## src/rtl/secded_pkg.sv

```systemverilog
`timescale 1ns/1ps
package secded_pkg;
  localparam int PAR_W  = 3;
  localparam int N_POS  = (1 << PAR_W) - 1;
  localparam int DATA_W = N_POS - PAR_W;
  localparam int CODE_W = N_POS + 1;

  typedef logic [DATA_W-1:0] data_t;
  typedef logic [CODE_W-1:0] code_t;
  typedef logic [PAR_W-1:0]  syn_t;

  function automatic logic is_pow2(input int p);
    return (p & (p - 1)) == 0;
  endfunction

  // data MSB lands on the lowest non-power-of-two position
  function automatic code_t place_data(input data_t d);
    code_t w;
    int    k;
    w = '0;
    k = DATA_W - 1;
    for (int pos = 1; pos <= N_POS; pos++) begin
      if (!is_pow2(pos)) begin
        w[pos] = d[k];
        k--;
      end
    end
    return w;
  endfunction

  function automatic data_t pick_data(input code_t w);
    data_t d;
    int    k;
    d = '0;
    k = DATA_W - 1;
    for (int pos = 1; pos <= N_POS; pos++) begin
      if (!is_pow2(pos)) begin
        d[k] = w[pos];
        k--;
      end
    end
    return d;
  endfunction

  // XOR of all positions whose index has bit j set
  function automatic logic check_xor(input code_t w, input int j);
    logic x;
    x = 1'b0;
    for (int pos = 1; pos <= N_POS; pos++) begin
      if (((pos >> j) & 1) == 1) x = x ^ w[pos];
    end
    return x;
  endfunction
endpackage

```

## src/rtl/secded_enc_stage.sv

```systemverilog
`timescale 1ns/1ps
module secded_enc_stage
  import secded_pkg::*;
(
  input  logic  clk_i,
  input  logic  rst_ni,
  input  logic  valid_i,
  input  data_t data_i,
  output logic  valid_o,
  output code_t code_o
);
  code_t            placed;
  logic [PAR_W-1:0] par;
  code_t            word;

  assign placed = place_data(data_i);

  for (genvar j = 0; j < PAR_W; j++) begin : g_par
    assign par[j] = check_xor(placed, j);
  end

  always_comb begin
    word = placed;
    for (int j = 0; j < PAR_W; j++) word[1 << j] = par[j];
    word[0] = ^word[N_POS:1];
  end

  always_ff @(posedge clk_i or negedge rst_ni) begin
    if (!rst_ni) begin
      valid_o <= 1'b0;
      code_o  <= '0;
    end else begin
      valid_o <= valid_i;
      if (valid_i) code_o <= word;
    end
  end

  a_r4_enc_latency_hi: assert property (@(posedge clk_i) disable iff (!rst_ni)
    valid_i |=> valid_o);
  a_r4_enc_latency_lo: assert property (@(posedge clk_i) disable iff (!rst_ni)
    !valid_i |=> !valid_o);
  a_r3_enc_even_word: assert property (@(posedge clk_i) disable iff (!rst_ni)
    valid_i |=> (^code_o) == 1'b0);
  a_r1_enc_data_kept: assert property (@(posedge clk_i) disable iff (!rst_ni)
    valid_i |=> pick_data(code_o) == $past(data_i));
  a_r12_enc_hold: assert property (@(posedge clk_i) disable iff (!rst_ni)
    !valid_i |=> $stable(code_o));
endmodule

```

## src/rtl/secded_dec_stage.sv

```systemverilog
`timescale 1ns/1ps
module secded_dec_stage
  import secded_pkg::*;
(
  input  logic  clk_i,
  input  logic  rst_ni,
  input  logic  valid_i,
  input  code_t code_i,
  output logic  valid_o,
  output data_t data_o,
  output syn_t  syndrome_o,
  output logic  corrected_o,
  output logic  double_o
);
  syn_t  syn;
  logic  par_err;
  logic  syn_nz;
  code_t fix;
  data_t data_c;
  logic  single_c;
  logic  double_c;

  for (genvar j = 0; j < PAR_W; j++) begin : g_syn
    assign syn[j] = check_xor(code_i, j);
  end

  assign par_err  = ^code_i;
  assign syn_nz   = |syn;
  assign single_c = par_err;             // covers overall-bit flip (syn==0) too
  assign double_c = syn_nz && !par_err;

  always_comb begin
    fix = '0;
    if (syn_nz && par_err) fix[syn] = 1'b1;
    data_c = pick_data(code_i ^ fix);
  end

  always_ff @(posedge clk_i or negedge rst_ni) begin
    if (!rst_ni) begin
      valid_o     <= 1'b0;
      data_o      <= '0;
      syndrome_o  <= '0;
      corrected_o <= 1'b0;
      double_o    <= 1'b0;
    end else begin
      valid_o <= valid_i;
      if (valid_i) begin
        data_o      <= data_c;
        syndrome_o  <= syn;
        corrected_o <= single_c;
        double_o    <= double_c;
      end
    end
  end

  a_r5_dec_latency_hi: assert property (@(posedge clk_i) disable iff (!rst_ni)
    valid_i |=> valid_o);
  a_r5_dec_latency_lo: assert property (@(posedge clk_i) disable iff (!rst_ni)
    !valid_i |=> !valid_o);
  a_r10_flags_exclusive: assert property (@(posedge clk_i) disable iff (!rst_ni)
    valid_o |-> !(corrected_o && double_o));
  a_r7_clean_no_flags: assert property (@(posedge clk_i) disable iff (!rst_ni)
    valid_o && syndrome_o == '0 && !corrected_o |-> !double_o);
  a_r12_dec_hold: assert property (@(posedge clk_i) disable iff (!rst_ni)
    !valid_i |=> $stable(data_o) && $stable(syndrome_o) &&
                 $stable(corrected_o) && $stable(double_o));
endmodule

```

## src/rtl/secded_codec.sv

```systemverilog
`timescale 1ns/1ps
module secded_codec
  import secded_pkg::*;
(
  input  logic       clk_i,
  input  logic       rst_ni,
  input  logic       enc_valid_i,
  input  logic [3:0] enc_data_i,
  output logic       enc_valid_o,
  output logic [7:0] enc_code_o,
  input  logic       dec_valid_i,
  input  logic [7:0] dec_code_i,
  output logic       dec_valid_o,
  output logic [3:0] dec_data_o,
  output logic [2:0] dec_syndrome_o,
  output logic       dec_corrected_o,
  output logic       dec_double_o
);
  secded_enc_stage u_enc (
    .clk_i   (clk_i),
    .rst_ni  (rst_ni),
    .valid_i (enc_valid_i),
    .data_i  (enc_data_i),
    .valid_o (enc_valid_o),
    .code_o  (enc_code_o)
  );

  secded_dec_stage u_dec (
    .clk_i       (clk_i),
    .rst_ni      (rst_ni),
    .valid_i     (dec_valid_i),
    .code_i      (dec_code_i),
    .valid_o     (dec_valid_o),
    .data_o      (dec_data_o),
    .syndrome_o  (dec_syndrome_o),
    .corrected_o (dec_corrected_o),
    .double_o    (dec_double_o)
  );

  a_r11_reset_valids: assert property (@(posedge clk_i)
    !rst_ni |-> !enc_valid_o && !dec_valid_o);
endmodule

```

## config.mk

```make
export PLATFORM = sky130hd
export DESIGN_NAME = secded_codec
export DESIGN_NICKNAME = d
export VERILOG_FILES = /design/src/rtl/secded_pkg.sv /design/src/rtl/secded_enc_stage.sv /design/src/rtl/secded_dec_stage.sv /design/src/rtl/secded_codec.sv
export SDC_FILE = /design/constraint.sdc
export NUM_CORES = 1
export LEC_CHECK = 0
export ABC_AREA = 1
export BUFFER_PORTS_ARGS = -buffer_cell sky130_fd_sc_hd__buf_2
export CELL_PAD_IN_SITES_DETAIL_PLACEMENT = 2
export CELL_PAD_IN_SITES_GLOBAL_PLACEMENT = 2
export CORE_AREA = 2 2 61 78
export CTS_CLUSTER_SIZE = 30
export DETAILED_ROUTE_END_ITERATION = 16
export DIE_AREA = 0 0 63 80
export GPL_ROUTABILITY_DRIVEN = 0
export GPL_TIMING_DRIVEN = 0
export HOLD_SLACK_MARGIN = 0.05
export PLACE_DENSITY_LB_ADDON = 0.3
export SETUP_SLACK_MARGIN = 0.4
export SYNTH_ARGS = -nofsm -noshare
export SYNTH_HDL_FRONTEND = slang
export SYNTH_SLANG_ARGS = --single-unit
```

## constraint.sdc

```tcl
create_clock -name clk_i -period 1.1 [get_ports clk_i]
set_clock_uncertainty 0.2 [all_clocks]
set_input_delay 0.055 -clock clk_i [delete_from_list [all_inputs] [get_ports clk_i]]
set_output_delay 0.055 -clock clk_i [all_outputs]
set_load 0.005 [all_outputs]
```

==> summary.txt <==
Outcome
  • Status: complete, but fails checks
  • Failing checks: hold timing

Drt
  • Drt pass-1 iters: 2
  • WL/cell: 16.4 µm
  • Vias post-DR: 1212
  • Post-route ant nets: 0
  • Via-to-Cell Ratio: 4.47
  • Drt total wl: 4440 µm
  • Drt initial violations: 20
  • DRC viols: 0

Final layout
  • Final Util: approximately half
  • Commonest non-fill, non-tap cells in the layout: 32 x nand2_4, 30 x nand2_1, 26 x buf_2, 20 x nand2_2, 19 x dfrtp_1
  • Final nets: between 200 and 250
  • Non-filler cells, final: 271
  • Ant. Diodes: 0
  • Most common cell after layout, fill and taps aside: nand2_4
  • Share of cells above drive strength 1: 71.4%
  • Design Area, Final: 2120 µm²
  • Synth-to-layout area growth: 88.0%

Clock network
  • Max clock buf depth: 2
  • Clock root cell: clkbuf_8
  • CTS Buf Count: 3
  • Max H-tree Level: 1
  • Clock Latency Late Sink: between 0.2 and 0.3 ns
  • Sink Count: 19
  • Reg clk slew, reported paths: around 0.07 ns
  • CTS tree: done

Global routing
  • GRT Total Usage: 16.4%
  • Initial antenna violation count: 0
  • Largest net degree at the start of global routing: 20
  • Vias in the first global route: ~1400
  • Global route overflow: 0
  • First-pass GRT wire length: 6390 µm

Synthesis
  • YS warnings: 0
  • Cell count after synthesis: 155
  • Post-Syn Nets: 171
  • Netlist cell types: 19
  • Avg Cell Area, Syn: 7.28 µm²
  • Mapped Area: 1130 µm²
  • Yosys reg bits: 19
  • Register area share after synthesis: between 40% and 50%

Worst hold path
  • Hold Crit Class: input port to async pin

Worst setup path
  • Buf/Inv on CP: 1
  • CP delay by family, top: flip-flops
  • Slowest cell delay on critical path: 0.41 ns
  • Kind of critical path: flip-flop to output pin
  • Critical path cell sequence: buf_2
  • CP max stage cell: dfrtp_1
  • Worst Setup End Kind: output pin
  • FF-to-FF setup slack: 0.13 ns
  • CP startpoint kind: flip-flop
  • Crit path max fanout: 2
  • Worst Path Arrival: around 0.81 ns
  • WP data required: about 0.84 ns

Floorplanning
  • Die H: around 80 µm
  • IO Pins: 35
  • Starting Density: a little over a quarter
  • Core area: roughly 4300 µm²
  • Site Rows: 27
  • Die area: 5040 µm²
  • Die W: 63 µm

Placed design
  • Post-DP HPWL: about 2800 µm
  • Post-DP Area: around 1500 µm²
  • IO Port Bufs: 34
  • Placed Cells: 247
  • DP Worst Slack: -0.373 ns

STA
  • Final setup fails: 0
  • Unrepaired setup endpoints after global routing: yes
  • F_max: 0.942 GHz
  • Fin. Hold Viols: 34
  • Ratio of final minimum period to clock period: between 90% and 100%
  • Total Neg Setup Slack: 0 ns
  • Final setup margin: between 0.03 and 0.04 ns
  • Hold slack: -0.479 ns
  • Worst Tran Pin Value: 0.430 ns
  • Min Tclk post-route: 1.06 ns
  • Rel. slew slack: 71.3%
  • Slew Viols, Final: 0

Pwr
  • P_leak: 1.11 nW
  • Max VDD drop: 398 µV
  • PD cells: around 1100 nW/µm²

Run
  • Max_cap viols: 0
-- cell families after synthesis --
family	synth area share [%]
compound gates	5.32
flops	42.1
buf+inv	7.32
xor+xnor	5.43
simple gates	39.8
-- metrics by stage --
| stage | power, mW | hold WS [ns] |
|---|---|---|
| finish | 2.29 | -0.479 |
| global route | 2.43 | -0.453 |
| CTS | 2.11 | -0.459 |
| detailed placement | 1.43 | -0.183 |
| global placement | 1.39 | -0.189 |
| floorplan | 1.17 | -0.441 |
-- repair_timing --
action,CTS,global route
endpoints found under the hold margin,37,36
setup endpoints to repair,36,36
gates resized for setup,66,53
setup buffers,15,5
gates cloned,0,0
pin swaps,34,31
-- final timing paths --
path / from / to / cells after the start
worst max-delay path: u_dec.syndrome_o[0]$_DFFE_PN0P_ / dec_syndrome_o[0] / 1
worst min-delay path: rst_ni / u_dec.valid_o$_DFF_PN0_ / 1
worst max register to register: u_dec.corrected_o$_DFFE_PN0P_ / u_dec.corrected_o$_DFFE_PN0P_ / 3
worst min register to register: u_enc.code_o[3]$_DFFE_PN0P_ / u_enc.code_o[3]$_DFFE_PN0P_ / 2
max in group asynchronous: rst_ni / u_enc.code_o[3]$_DFFE_PN0P_ / 1
min in group clk_i: enc_valid_i / u_enc.valid_o$_DFF_PN0_ / 1
-- registers in the layout (all words and copies together) (netlist names) --
register and flops:
u_dec.corrected_o 1, u_enc.valid_o 1, u_dec.valid_o 1, u_dec.data_o 4, u_dec.double_o 1, u_enc.code_o 8, u_dec.syndrome_o 3
-- synth_stat cells --
cell / number / area (µm²)
nor2_1: 3 / 11.3
nand2_1: 67 / 251
o21ai_0: 6 / 30.0
nor2_2: 2 / 12.5
nand2_2: 13 / 81.3
nand3_1: 10 / 50.1
clkbuf_1: 1 / 3.75
inv_1: 13 / 48.8
dfrtp_1: 19 / 475
xor2_1: 4 / 35.0
nor2_8: 1 / 20.0
buf_4: 1 / 7.51
o21ai_2: 1 / 8.76
nand2_4: 2 / 22.5
o31ai_1: 1 / 7.51
inv_2: 6 / 22.5
a21oi_1: 1 / 5.00
xnor2_1: 3 / 26.3
a21oi_2: 1 / 8.76
-- power by group --
part / switching (mW) / internal [mW]
Sequential: 0.0561 / 0.784
Combinational: 0.525 / 0.435
Clock: 0.235 / 0.258
-- routing by layer --
| layer | vias to the layer above | global-route usage, % | routed length [µm] |
|---|---|---|---|
| li1 | 584 | - | - |
| met1 | 593 | 14.7 | 1420 |
| met2 | 28 | 35.7 | 2820 |
| met3 | 7 | 1.97 | 112 |
| met4 | 0 | 6.00 | 85 |
| met5 | - | 0 | 0 |
-- area by class of cell --
type | count | area, µm²
timing repair buffer | 54 | 432
clock buffer | 4 | 45.0
fill | 478 | 2170
sequential | 19 | 475
multi-input combinational | 115 | 928
buffer | 2 | 15.0
inverter | 19 | 154
tap | 58 | 72.6
Power figures use the tool's default switching activity.
